`src/rtl/tmr_pkg.sv`:
```
`timescale 1ns/1ps
package tmr_pkg;
  localparam int OFF_FLAGS = 'h00;
  localparam int OFF_CTRL  = 'h04;
  localparam int OFF_COUNT = 'h08;
  localparam int OFF_PSCL  = 'h0C;
  localparam int OFF_PCNT  = 'h10;
  localparam int OFF_MCTL  = 'h14;
  localparam int OFF_CMP0  = 'h18;
  localparam int OFF_OUT   = 'h3C;

  typedef enum logic [1:0] {
    ACT_NONE = 2'd0,
    ACT_LOW  = 2'd1,
    ACT_HIGH = 2'd2,
    ACT_FLIP = 2'd3
  } out_act_e;
endpackage

```
`src/rtl/tmr_prescale.sv`:
```
`timescale 1ns/1ps
module tmr_prescale #(
  parameter int W = 32
) (
  input  logic         clk_i,
  input  logic         rst_ni,
  input  logic         en_i,
  input  logic         clr_i,
  input  logic [W-1:0] limit_i,
  input  logic         load_i,
  input  logic [W-1:0] load_val_i,
  output logic [W-1:0] pc_o,
  output logic         tick_o
);
  logic [W-1:0] pc_q;
  logic         at_limit;

  assign at_limit = (pc_q == limit_i);
  assign tick_o   = en_i && !clr_i && at_limit;
  assign pc_o     = pc_q;

  always_ff @(posedge clk_i or negedge rst_ni) begin
    if (!rst_ni)     pc_q <= '0;
    else if (clr_i)  pc_q <= '0;
    else if (load_i) pc_q <= load_val_i;
    else if (en_i)   pc_q <= at_limit ? '0 : pc_q + 1'b1;
  end

  AST_PC_STEP: assert property (@(posedge clk_i) disable iff (!rst_ni)
    en_i && !clr_i && !load_i |=> (pc_q == '0) || (pc_q == $past(pc_q) + 1'b1));
  AST_PC_IDLE: assert property (@(posedge clk_i) disable iff (!rst_ni)
    !en_i && !clr_i && !load_i |=> $stable(pc_q));
  AST_PC_HELD: assert property (@(posedge clk_i) disable iff (!rst_ni)
    clr_i |=> pc_q == '0);
endmodule

```
`src/rtl/tmr_match_ch.sv`:
```
`timescale 1ns/1ps
module tmr_match_ch
  import tmr_pkg::*;
#(
  parameter int W = 32
) (
  input  logic         clk_i,
  input  logic         rst_ni,
  input  logic         tick_i,
  input  logic [W-1:0] count_i,
  input  logic [W-1:0] cmp_i,
  input  out_act_e     act_i,
  input  logic         load_i,
  input  logic         load_lvl_i,
  output logic         hit_o,
  output logic         lvl_o
);
  logic lvl_q;

  assign hit_o = tick_i && (count_i == cmp_i);
  assign lvl_o = lvl_q;

  always_ff @(posedge clk_i or negedge rst_ni) begin
    if (!rst_ni)     lvl_q <= 1'b0;
    else if (load_i) lvl_q <= load_lvl_i;
    else if (hit_o) begin
      unique case (act_i)
        ACT_LOW:  lvl_q <= 1'b0;
        ACT_HIGH: lvl_q <= 1'b1;
        ACT_FLIP: lvl_q <= ~lvl_q;
        default:  lvl_q <= lvl_q;
      endcase
    end
  end

  AST_LVL_HOLD: assert property (@(posedge clk_i) disable iff (!rst_ni)
    !hit_o && !load_i |=> $stable(lvl_q));
  AST_LVL_FLIP: assert property (@(posedge clk_i) disable iff (!rst_ni)
    hit_o && !load_i && act_i == ACT_FLIP |=> lvl_q != $past(lvl_q));
endmodule

```
`src/rtl/match_timer.sv`:
```
`timescale 1ns/1ps
module match_timer
  import tmr_pkg::*;
#(
  parameter int DATA_W  = 32,
  parameter int ADDR_W  = 8,
  parameter int N_MATCH = 4
) (
  input  logic              clk_i,
  input  logic              rst_ni,
  input  logic [ADDR_W-1:0] addr_i,
  input  logic              we_i,
  input  logic [DATA_W-1:0] wdata_i,
  output logic [DATA_W-1:0] rdata_o,
  output logic [N_MATCH-1:0] match_o,
  output logic              irq_o
);
  localparam int MCTL_W   = 3 * N_MATCH;
  localparam int ACT_BASE = N_MATCH;
  localparam int ACT_W    = 2 * N_MATCH;

  function automatic logic is_addr(input logic [ADDR_W-1:0] a, input int off);
    return a == ADDR_W'(off);
  endfunction

  logic                ctrl_en_q, ctrl_rst_q;
  logic [DATA_W-1:0]   tc_q, pr_q, pc;
  logic [MCTL_W-1:0]   mctl_q;
  logic [ACT_W-1:0]    act_q;
  logic [N_MATCH-1:0]  flags_q;
  logic [DATA_W-1:0]   cmp_q [N_MATCH];

  logic wr_flags, wr_ctrl, wr_count, wr_pscl, wr_pcnt, wr_mctl, wr_out;
  logic [N_MATCH-1:0] wr_cmp, hit, int_en, rst_en, stop_en, int_hits, clr_mask, keep;
  logic tick, any_rst, any_stop;

  assign wr_flags = we_i && is_addr(addr_i, OFF_FLAGS);
  assign wr_ctrl  = we_i && is_addr(addr_i, OFF_CTRL);
  assign wr_count = we_i && is_addr(addr_i, OFF_COUNT);
  assign wr_pscl  = we_i && is_addr(addr_i, OFF_PSCL);
  assign wr_pcnt  = we_i && is_addr(addr_i, OFF_PCNT);
  assign wr_mctl  = we_i && is_addr(addr_i, OFF_MCTL);
  assign wr_out   = we_i && is_addr(addr_i, OFF_OUT);

  tmr_prescale #(.W(DATA_W)) u_pscl (
    .clk_i, .rst_ni,
    .en_i(ctrl_en_q), .clr_i(ctrl_rst_q), .limit_i(pr_q),
    .load_i(wr_pcnt), .load_val_i(wdata_i),
    .pc_o(pc), .tick_o(tick)
  );

  for (genvar g = 0; g < N_MATCH; g++) begin : g_ch
    assign wr_cmp[g]  = we_i && is_addr(addr_i, OFF_CMP0 + 4 * g);
    assign int_en[g]  = mctl_q[3*g];
    assign rst_en[g]  = mctl_q[3*g+1];
    assign stop_en[g] = mctl_q[3*g+2];
    tmr_match_ch #(.W(DATA_W)) u_ch (
      .clk_i, .rst_ni,
      .tick_i(tick), .count_i(tc_q), .cmp_i(cmp_q[g]),
      .act_i(out_act_e'(act_q[2*g +: 2])),
      .load_i(wr_out), .load_lvl_i(wdata_i[g]),
      .hit_o(hit[g]), .lvl_o(match_o[g])
    );
  end

  assign any_rst  = |(hit & rst_en);
  assign any_stop = |(hit & stop_en);
  assign int_hits = hit & int_en;
  assign clr_mask = wr_flags ? wdata_i[N_MATCH-1:0] : '0;
  assign keep     = flags_q & ~clr_mask;
  assign irq_o    = |flags_q;

  always_ff @(posedge clk_i or negedge rst_ni) begin
    if (!rst_ni) begin
      ctrl_en_q  <= 1'b0;
      ctrl_rst_q <= 1'b0;
    end else if (wr_ctrl) begin
      ctrl_en_q  <= wdata_i[0];
      ctrl_rst_q <= wdata_i[1];
    end else if (any_stop) begin
      ctrl_en_q  <= 1'b0;
    end
  end

  always_ff @(posedge clk_i or negedge rst_ni) begin
    if (!rst_ni)         tc_q <= '0;
    else if (ctrl_rst_q) tc_q <= '0;
    else if (wr_count)   tc_q <= wdata_i;
    else if (tick) begin
      if (any_rst)       tc_q <= '0;
      else if (!any_stop) tc_q <= tc_q + 1'b1;
    end
  end

  always_ff @(posedge clk_i or negedge rst_ni) begin
    if (!rst_ni) begin
      pr_q    <= '0;
      mctl_q  <= '0;
      act_q   <= '0;
      flags_q <= '0;
      for (int n = 0; n < N_MATCH; n++) cmp_q[n] <= '0;
    end else begin
      if (wr_pscl) pr_q   <= wdata_i;
      if (wr_mctl) mctl_q <= wdata_i[MCTL_W-1:0];
      if (wr_out)  act_q  <= wdata_i[ACT_BASE +: ACT_W];
      flags_q <= keep | int_hits;  // a new hit wins over a clear
      for (int n = 0; n < N_MATCH; n++)
        if (wr_cmp[n]) cmp_q[n] <= wdata_i;
    end
  end

  always_comb begin
    rdata_o = '0;
    if (is_addr(addr_i, OFF_FLAGS)) rdata_o = DATA_W'(flags_q);
    if (is_addr(addr_i, OFF_CTRL))  rdata_o = DATA_W'({ctrl_rst_q, ctrl_en_q});
    if (is_addr(addr_i, OFF_COUNT)) rdata_o = tc_q;
    if (is_addr(addr_i, OFF_PSCL))  rdata_o = pr_q;
    if (is_addr(addr_i, OFF_PCNT))  rdata_o = pc;
    if (is_addr(addr_i, OFF_MCTL))  rdata_o = DATA_W'(mctl_q);
    if (is_addr(addr_i, OFF_OUT))   rdata_o = DATA_W'({act_q, match_o});
    for (int n = 0; n < N_MATCH; n++)
      if (is_addr(addr_i, OFF_CMP0 + 4 * n)) rdata_o = cmp_q[n];
  end

  AST_TC_STEP: assert property (@(posedge clk_i) disable iff (!rst_ni)
    tick && !any_rst && !any_stop && !wr_count && !ctrl_rst_q |=> tc_q == $past(tc_q) + 1'b1);
  AST_TC_HELD: assert property (@(posedge clk_i) disable iff (!rst_ni)
    ctrl_rst_q |=> tc_q == '0);
  AST_FLAG_SET: assert property (@(posedge clk_i) disable iff (!rst_ni)
    |int_hits |=> (flags_q & $past(int_hits)) == $past(int_hits));
  AST_TC_RESTART: assert property (@(posedge clk_i) disable iff (!rst_ni)
    any_rst && !wr_count && !ctrl_rst_q |=> tc_q == '0);
  AST_STOP_EN: assert property (@(posedge clk_i) disable iff (!rst_ni)
    any_stop && !wr_ctrl |=> !ctrl_en_q);
  AST_FLAG_KEEP: assert property (@(posedge clk_i) disable iff (!rst_ni)
    |keep |=> (flags_q & $past(keep)) == $past(keep));
  AST_MULTI_HIT: assert property (@(posedge clk_i) disable iff (!rst_ni)
    any_rst && any_stop && !wr_count && !wr_ctrl && !ctrl_rst_q |=> tc_q == '0 && !ctrl_en_q);
endmodule

```
`config.mk`:
```
export PLATFORM = sky130hd
export DESIGN_NAME = match_timer
export DESIGN_NICKNAME = d
export VERILOG_FILES = /design/src/rtl/tmr_pkg.sv /design/src/rtl/tmr_prescale.sv /design/src/rtl/tmr_match_ch.sv /design/src/rtl/match_timer.sv
export SDC_FILE = /design/constraint.sdc
export NUM_CORES = 1
export LEC_CHECK = 0
export BUFFER_PORTS_ARGS = -buffer_cell sky130_fd_sc_hd__buf_2
export CAP_MARGIN = 20
export CORE_MARGIN = 2
export CORE_UTILIZATION = 48
export DETAILED_ROUTE_END_ITERATION = 10
export GPL_TIMING_DRIVEN = 0
export PLACE_DENSITY = 0.69
export SETUP_SLACK_MARGIN = 0.5
export SYNTH_ARGS = -nofsm -noshare
export SYNTH_HDL_FRONTEND = slang
export SYNTH_SLANG_ARGS = --single-unit
```
`constraint.sdc`:
```
create_clock -name clk_i -period 4 [get_ports clk_i]
set_input_delay 0.8 -clock clk_i [delete_from_list [all_inputs] [get_ports clk_i]]
set_output_delay 0.8 -clock clk_i [all_outputs]
set_load 0.005 [all_outputs]
```
==> results of run 1 <==
-- logic make-up (layout without fill, tap and decap cells) --
kind of cell	after synthesis	in the layout	synth area share
AOI/OAI and AO/OA	296	296	0.140
xor gates and xnor gates	165	165	0.0958
adders and majority gates	8	8	0.00657
buffers and inverters	148	293	0.0464
DFF	254	254	0.417
muxes	182	182	0.134
other	0	1	0
and+or+nand+nor	448	448	0.160
-- per-layer routing --
metal	vias to the layer above	routed length (um)	global-route usage
met5	-	0	0
met2	853	26900	0.559
met1	6966	24600	0.488
met3	157	5900	0.0700
met4	0	3000	0.163
li1	5853	-	-
-- power by group through the flow --
stage          clock network [mW]  registers, mW  logic (mW)
2_1_floorplan                   0           2.99       0.857
3_3_place_gp                    0           3.09        1.27
3_5_place_dp                    0           3.09        1.30
4_1_cts                      3.09           3.05        1.31
5_1_grt                      3.21           3.08        1.41
6_report                     3.09           3.06        1.35
-- worst max-delay path: cells and delay by family --
kind            cells  cell delay (ns)
simple gates        4             0.46
compound gates      1             0.68
buf+inv             5             0.83
-- cell type report --
| class | instances | area share |
|---|---|---|
| Clock buffer | 42 | 0.0488 |
| Clock inverter | 16 | 0.0142 |
| Tap cell | 402 | 0.0286 |
| Buffer | 126 | 0.0395 |
| Inverter | 22 | 0.00470 |
| Antenna cell | 1 | 0.000142 |
| Sequential cell | 254 | 0.362 |
| Timing Repair Buffer | 87 | 0.0311 |
| Multi-Input combinational cell | 1099 | 0.471 |
-- registers in the layout (all words and copies together) (netlist names) --
| signal | count |
|---|---|
| tc_q | 32 |
| mctl_q | 12 |
| ctrl_rst_q | 1 |
| act_q | 8 |
| ctrl_en_q | 1 |
| flags_q | 4 |
| cmp_q | 128 |
| pr_q | 32 |
| g_ch.u_ch.lvl_o | 4 |
| u_pscl.pc_o | 32 |
-- path summary, 6_finish.rpt --
kind | end | depth (start not counted) | start
max in group asynchronous | g_ch[2].u_ch.lvl_o | 3 | rst_ni
min | u_pscl.pc_o[22] | 1 | rst_ni
min in group clk_i | cmp_q[96] | 2 | cmp_q[96]
min reg2reg | cmp_q[96] | 2 | cmp_q[96]
max reg2reg | tc_q[7] | 9 | u_pscl.pc_o[6]
max | rdata_o[11] | 10 | addr_i[7]
-- what timing repair did --
item,CTS,global route
hold endpoints to repair,0,0
setup endpoints to repair,43,41
gates resized for setup,31,38
pin swaps,3,7
buffers inserted,7,8
-- cells in the mapped netlist (all sizes together) (10+ instances only) --
| cell type | number |
|---|---|
| a211oi | 16 |
| a21oi | 39 |
| a221oi | 19 |
| a222oi | 29 |
| a22o | 10 |
| a22oi | 60 |
| and3 | 22 |
| buf | 68 |
| clkbuf | 58 |
| dfrtp | 254 |
| inv | 22 |
| mux2 | 176 |
| nand2 | 80 |
| nand3 | 67 |
| nand4 | 57 |
| nor2 | 90 |
| nor3 | 34 |
| nor4 | 32 |
| o211ai | 14 |
| o21ai | 68 |
| xnor2 | 163 |
-- through the flow --
stage	instance area, um2	TNS (ns)
finish	17600	0
global route	17600	0
CTS	17400	0
detailed placement	16200	-8.01
global placement	16100	-674.37
floorplan	15200	0
==> qor.yml, run 1 <==
outcome: "finished clean"
cts_buffers: 31
slew_headroom: 0.305
syn_area_per_cell_um2: 10.1
ys_warn_count: 0
start_util: 0.485
dp_slack_ns: -0.486
grt_pass1_wl_um: 87700
grt_usage: 0.359
cts_hold_buf: 0
multi_input_area_mm2: 0.00827
clock_power_share: 0.412
r2r_slack_ns: 0.49
max_cap_viol_count: 0
drive_gt1_frac: 0.263
drv_slew: 0
yosys.area.top_type_share: 0.417
arrival_ns: 2.77
port_buffers: 69
fin_nets: 1672
yosysSeqAreaShare: 0.417
final_cell_mix: "dfrtp_1, mux2_2, xnor2_1, buf_2, nor2_1"
firstDrtPassIters: 9
p_int_mw: 5.20
vias: 13800
finalWorstSetupSlack_ns: 0.428
min_period_ns: 3.57
p_seq_frac: 0.408
layout_commonest_cell: "dfrtp_1"
peakVddDrop_v: 0.000384
holdWs_ns: 0.182
cp-end-kind: "output pin"
synth_edf_count: 0
rsz0062_at_grt: "true"
finalNonFillerCells: 2049
comb_power_share: 0.179
worst_hold_path_type: "in2async"
fin_crit_sh: 0.893
clk-insertion-delay-late_ns: 0.60
powerDensity_mw_per_mm2: 427
seq_area_mm2: 0.00636
ys_ff_latch: 254
critPathLaunchType: "input pin"
htreeDepth: 1
dp_cells: 1975
crit_fanout: 10
synth_area_mm2: 0.0152
postRouteAntennaNets: 0
setup_viol: 0
synth_area_leaders: "dfrtp_1, mux2_2, xnor2_1, a22oi_1, nand4_1"
routedWlPerCell_um: 29.5
p_sw_mw: 2.31
switching_share: 0.307
die-area_mm2: 0.0332
crit_path_cell_trace: "buf_2 > nor2_1 > nand3b_1 > buf_4 > buf_4 > nor2_4 > buf_2 > a222oi_1 > nand3_1 > buf_2"
clock_skew_ns: 0.0275
clk_pin_slew_worst_paths_ns: 0.06
gp_congestion: 1.00
drc_errors: 0
place_hpwl_um: 46200
p_leak_nw: 7.41
synthCells: 1501
postRouteWirelength_um: 60400
core_area_mm2: 0.0314
synth_cell_types: 68
fmax_mhz: 280
cpMostUsedCell: "buf_2"
io_pins: 80
ctsLongestPathBuffers: 3
async_flop_share: 1.00
critical-path-slowest-cell: "a222oi_1"
hold_viol_final: 0
rows: 65
die_x_um: 182
grt_pass1_vias: 13300
criticalPathCategory: "in2out"
worst_pin_slew_ns: 1.04
gr-total-overflow: 0
cts.sinks: 254
fin_util: 0.559
yosysTopAreaCell: "dfrtp_1"
worst_path_largest_cell_delay_ns: 0.68
initialDrtViolationCount: 1717
n_fill_cell: 2776
antenna_found_initial: 0
grt_max_degree: 111
crit_required_ns: 3.20
syn2layout_area_growth_pct: 15.3
cts_root_buf: "clkbuf_16"
die_h_um: 182
total_power_mw: 7.50
synth_ff_type: "dfrtp_1"
syn_nets: 1552
cts_tree: "done"
viasPerCell: 6.75
(Power assumes the default switching activity.)
==> run 2, diff against run 1 <==
Settings changed: CORE_ASPECT_RATIO set to 1.1, CORE_UTILIZATION 48 to 50, PLACE_DENSITY 0.69 to 0.71.
==> qor.yml, run 2 (same netlist as run 1, synthesis figures left out) <==
powerDensity_mw_per_mm2: 414  # was 427 mW/mm2
clock_skew_ns: 0.0344  # was 0.0275 ns
grt_pass1_wl_um: 88300  # was 87700 um
antenna_found_initial: 0  # unchanged
outcome: "finished clean"  # unchanged
rsz0062_at_grt: "true"  # unchanged
grt_pass1_vias: 13100  # was 13300
fin_nets: 1673  # was 1672
crit_fanout: 6  # was 10
worst_hold_path_type: "in2async"  # unchanged
holdWs_ns: 0.154  # was 0.182 ns
p_leak_nw: 7.38  # was 7.41 nW
rows: 67  # was 65
worst_path_largest_cell_delay_ns: 0.56  # was 0.68 ns
max_cap_viol_count: 0  # unchanged
grt_usage: 0.379  # was 0.359
gp_congestion: 0.993  # was 1.00
drive_gt1_frac: 0.266  # was 0.263
fin_crit_sh: 0.876  # was 0.893
slew_headroom: 0.280  # was 0.305
peakVddDrop_v: 0.000315  # was 0.000384 V
min_period_ns: 3.50  # was 3.57 ns
cts.sinks: 254  # unchanged
syn2layout_area_growth_pct: 15.0  # was 15.3%
fin_util: 0.579  # was 0.559
io_pins: 80  # unchanged
total_power_mw: 7.24  # was 7.50 mW
final_cell_mix: "dfrtp_1, mux2_2, xnor2_1, buf_2, nor2_1"  # unchanged
cp-end-kind: "output pin"  # unchanged
clk-insertion-delay-late_ns: 0.59  # was 0.60 ns
grt_max_degree: 100  # was 111
htreeDepth: 1  # unchanged
cts_root_buf: "clkbuf_16"  # unchanged
layout_commonest_cell: "dfrtp_1"  # unchanged
fmax_mhz: 285  # was 280 MHz
cts_buffers: 30  # was 31
place_hpwl_um: 46100  # was 46200 um
largest_register_ffs: 128  # unchanged
gr-total-overflow: 0  # unchanged
die-area_mm2: 0.0319  # was 0.0332 mm2
postRouteAntennaNets: 0  # unchanged
setup_viol: 0  # unchanged
drv_slew: 0  # unchanged
ctsLongestPathBuffers: 3  # unchanged
routedWlPerCell_um: 29.5  # about the same
port_buffers: 69  # unchanged
start_util: 0.503  # was 0.485
crit_required_ns: 3.20  # about the same
antenna_cells: 0  # was 1
dp_cells: 1987  # was 1975
viasPerCell: 6.71  # was 6.75
critical-path-slowest-cell: "or4_4"  # was a222oi_1
firstDrtPassIters: 6  # was 9
n_fill_cell: 2638  # was 2776
cts_tree: "done"  # unchanged
drc_errors: 0  # unchanged
clk_pin_slew_worst_paths_ns: 0.06  # about the same
die_h_um: 187  # was 182 um
crit_path_cell_trace: "buf_2 > or4_4 > buf_12 > nor2_4 > buf_12 > buf_6 > a22oi_1 > nand2_1 > mux2i_2 > nand3_1 > a22o_1 > buf_2"  # was buf_2 > nor2_1 > nand3b_1 > buf_4 > buf_4 > nor2_4 > buf_2 > a222oi_1 > nand3_1 > buf_2
initialDrtViolationCount: 2118  # was 1717
worst_pin_slew_ns: 1.07  # was 1.04 ns
arrival_ns: 2.70  # was 2.77 ns
criticalPathCategory: "in2out"  # unchanged
top_register: "cmp_q"  # unchanged
die_x_um: 170  # was 182 um
critPathLaunchType: "input pin"  # unchanged
vias: 13800  # about the same
core_area_mm2: 0.0303  # was 0.0314 mm2
finalNonFillerCells: 2053  # was 2049
postRouteWirelength_um: 60600  # was 60400 um
hold_viol_final: 0  # unchanged
## run 2: cell types whose count changed in the layout (fill, tap and decap cells not counted), sizes merged
cell / previous run / this run
clkinv: 7 / 4
clkbuf: 98 / 94
buf: 157 / 160
diode: 1 / 0
bufinv: 6 / 3
## run 2: cell type report
| cell class | count | area (um2) | share of cell area |
|---|---|---|---|
| clock buffers | 39 | 855 | 0.0488 |
| clock inverters | 10 | 145 | 0.00829 |
| plain buffers | 126 | 708 | 0.0404 |
| multi-input cells | 1099 | 8280 | 0.472 |
| flip-flops and latches | 254 | 6360 | 0.363 |
| well taps | 414 | 518 | 0.0296 |
| repair buffers | 89 | 574 | 0.0328 |
| inverters | 22 | 82.6 | 0.00471 |
## run 2: per-layer routing
layer	share of wire	vias up	global-route usage
met5	0	-	0
met4	0.061	0	0.176
met3	0.10	221	0.0633
met2	0.44	948	0.585
met1	0.40	6790	0.522
li1	-	5819	-
## run 2: report_power, final
group | leakage [nW] | switching, mW | total, mW | internal (mW)
combinational | 3.49 | 0.808 | 1.34 | 0.530
clock | 0.488 | 1.16 | 2.84 | 1.68
sequential | 3.40 | 0.282 | 3.06 | 2.78
## run 2: through the flow
| step | cell area (um2) | TNS, ns | worst slack, ns |
|---|---|---|---|
| final | 17500 | 0 | 0.496 |
| after detailed placement | 16200 | -7.52 | -0.474 |
| after floorplan | 15200 | 0 | 0.647 |
| after CTS | 17300 | 0 | 0.488 |
| after global placement | 16100 | -667.90 | -2.62 |
| after global routing | 17500 | 0 | 0.446 |
## run 2: worst max-delay path, delay by kind of cell
kind,cells,cell delay [ns]
AOI/OAI and AO/OA,2,0.25
buffers and inverters,5,0.64
muxes,1,0.09
and+or+nand+nor,4,0.92
## run 2: what timing repair did
action	4_1_cts	5_1_grt
endpoints found under the setup margin	42	62
hold endpoints to repair	0	0
pin swaps	4	8
setup buffers	8	9
hold buffers	0	0
gates resized for setup	40	36
## run 2: final timing paths
| check | depth (start not counted) | from | to | slack [ns] |
|---|---|---|---|---|
| setup / recovery | 12 | addr_i[5] | rdata_o[0] | 0.50 |
| hold / removal | 1 | rst_ni | u_pscl.pc_o[4] | 0.15 |
| setup reg to reg | 9 | cmp_q[72] | tc_q[8] | 0.56 |
| hold reg to reg | 2 | pr_q[0] | pr_q[0] | 0.54 |
| max in group asynchronous | 3 | rst_ni | cmp_q[98] | 2.55 |
| min in group clk_i | 2 | pr_q[0] | pr_q[0] | 0.54 |
==> run 3, diff against run 2 <==
Clock period 4 ns to 4.35 ns, I/O delays scaled along.
==> qor.yml, run 3 (same netlist as run 1, synthesis figures left out) <==
rows: 67  # unchanged
rsz0062_at_grt: "true"  # unchanged
routedWlPerCell_um: 29.5  # about the same
critical-path-slowest-cell: "clkbuf_1"  # was or4_4
io_pins: 80  # unchanged
powerDensity_mw_per_mm2: 386  # was 414 mW/mm2
cts_tree: "done"  # unchanged
firstDrtPassIters: 9  # was 6
outcome: "finished clean"  # unchanged
viasPerCell: 6.76  # was 6.71
cts_root_buf: "clkbuf_16"  # unchanged
drive_gt1_frac: 0.245  # was 0.266
clock_skew_ns: 0.0373  # was 0.0344 ns
final_cell_mix: "dfrtp_1, mux2_2, xnor2_1, buf_2, nor2_1"  # unchanged
worst_path_largest_cell_delay_ns: 0.51  # was 0.56 ns
grt_pass1_wl_um: 87900  # was 88300 um
crit_required_ns: 3.48  # was 3.20 ns
drv_slew: 0  # unchanged
arrival_ns: 2.94  # was 2.70 ns
crit_path_cell_trace: "buf_2 > nor2_1 > nand2_1 > nor2_1 > clkbuf_1 > a22oi_1 > nand3_1 > buf_2"  # was buf_2 > or4_4 > buf_12 > nor2_4 > buf_12 > buf_6 > a22oi_1 > nand2_1 > mux2i_2 > nand3_1 > a22o_1 > buf_2
gp_congestion: 0.993  # unchanged
r2r_cells: 9  # unchanged
critical_path_buf_inv_count: 3  # was 5
grt_max_degree: 100  # unchanged
slew_headroom: 0.283  # was 0.280
ctsLongestPathBuffers: 3  # unchanged
htreeDepth: 1  # unchanged
die_h_um: 187  # unchanged
cts_hold_buf: 0  # unchanged
peakVddDrop_v: 0.000290  # was 0.000315 V
top_register: "cmp_q"  # unchanged
grt_pass1_vias: 13100  # about the same
fin_area_mm2: 0.0173  # was 0.0175 mm2
clk-insertion-delay-late_ns: 0.59  # about the same
worst_hold_path_type: "in2async"  # unchanged
critPathLaunchType: "input pin"  # unchanged
crit_family: "simple AND/OR/NAND/NOR gates"  # unchanged
cp-end-kind: "output pin"  # unchanged
holdWs_ns: 0.229  # was 0.154 ns
core_area_mm2: 0.0303  # unchanged
start_util: 0.503  # unchanged
fmax_mhz: 262
fin_nets: 1661  # was 1673
gr-total-overflow: 0  # unchanged
die_x_um: 170  # unchanged
drc_errors: 0  # unchanged
largest_register_ffs: 128  # unchanged
fin_crit_sh: 0.877
crit_fanout: 10  # was 6
syn2layout_area_growth_pct: 13.3  # was 15.0%
antenna_found_initial: 1  # was 0
cts_buffers: 30  # unchanged
cp.depth: 8  # was 12
place_area_mm2: 0.0162  # unchanged
clk_pin_slew_worst_paths_ns: 0.06  # about the same
postRouteWirelength_um: 60300  # was 60600 um
port_buffers: 69  # unchanged
place_hpwl_um: 46100  # unchanged
vias: 13800  # about the same
die-area_mm2: 0.0319  # unchanged
criticalPathCategory: "in2out"  # unchanged
max_cap_viol_count: 0  # unchanged
layout_commonest_cell: "dfrtp_1"  # unchanged
setup-tns-final_ns: 0  # unchanged
p_leak_nw: 7.25  # was 7.38 nW
min_period_ns: 3.81
cts.sinks: 254  # unchanged
hold_viol_final: 0  # unchanged
initialDrtViolationCount: 2103  # was 2118
worst_pin_slew_ns: 1.07  # about the same
setup_viol: 0  # unchanged
antenna_cells: 0  # unchanged
total_power_mw: 6.65  # was 7.24 mW
grt_usage: 0.377  # was 0.379
postRouteAntennaNets: 0  # unchanged
[run 3: cell types whose count changed in the layout (fill, tap and decap cells not counted), moves of 3 or more]
cell      previous run  this run
clkbuf_2            14         7
clkbuf_1            38        48
buf_4               32        22
buf_2               96        99
nor2_4               5         2
buf_12               3         0
nor2_2               6         3
nor2_1              79        85
[run 3: worst paths after layout]
check                                    start              to  slack, ns
worst max-delay path                 addr_i[1]     rdata_o[28]       0.54
worst min-delay path                    rst_ni  u_pscl.pc_o[4]       0.23
worst max register to register  u_pscl.pc_o[4]        tc_q[11]       0.70
worst min register to register         pr_q[0]         pr_q[0]       0.54
max in group asynchronous               rst_ni       cmp_q[98]       2.83
min in group clk_i                     pr_q[0]         pr_q[0]       0.54
[run 3: final cells by class]
cell class	count	area, um2
clock inverters	10	145
clock buffers	39	855
inverters	22	82.6
flip-flops and latches	254	6360
repair buffers	77	455
fillers	2673	13000
multi-input cells	1099	8200
well taps	414	518
plain buffers	126	648
[run 3: what timing repair did]
item                                    4_1_cts  5_1_grt
resized for setup                            16       15
pin swaps                                     1        0
endpoints found under the setup margin       31       42
setup buffers                                 2        3
[run 3: stage by stage]
stage | util | setup slack, ns | cells
finish | 0.570 | 0.535 | 2041
global route | 0.570 | 0.434 | 2041
CTS | 0.569 | 0.473 | 2038
detailed placement | 0.534 | -0.264 | 1987
global placement | 0.532 | -2.34 | 1984
floorplan | - | 0.857 | 1501
[run 3: per-layer routing]
metal	up-vias	wire, um	track usage
met2	932	27000	0.582
met4	2	3500	0.172
li1	5801	-	-
met1	6854	23800	0.521
met5	-	13	0
met3	202	6040	0.0633
[run 3: where the power goes]
part	switching, mW	internal [mW]
logic	0.741	0.483
clock network	1.07	1.55
registers	0.261	2.56
total	2.07	4.59
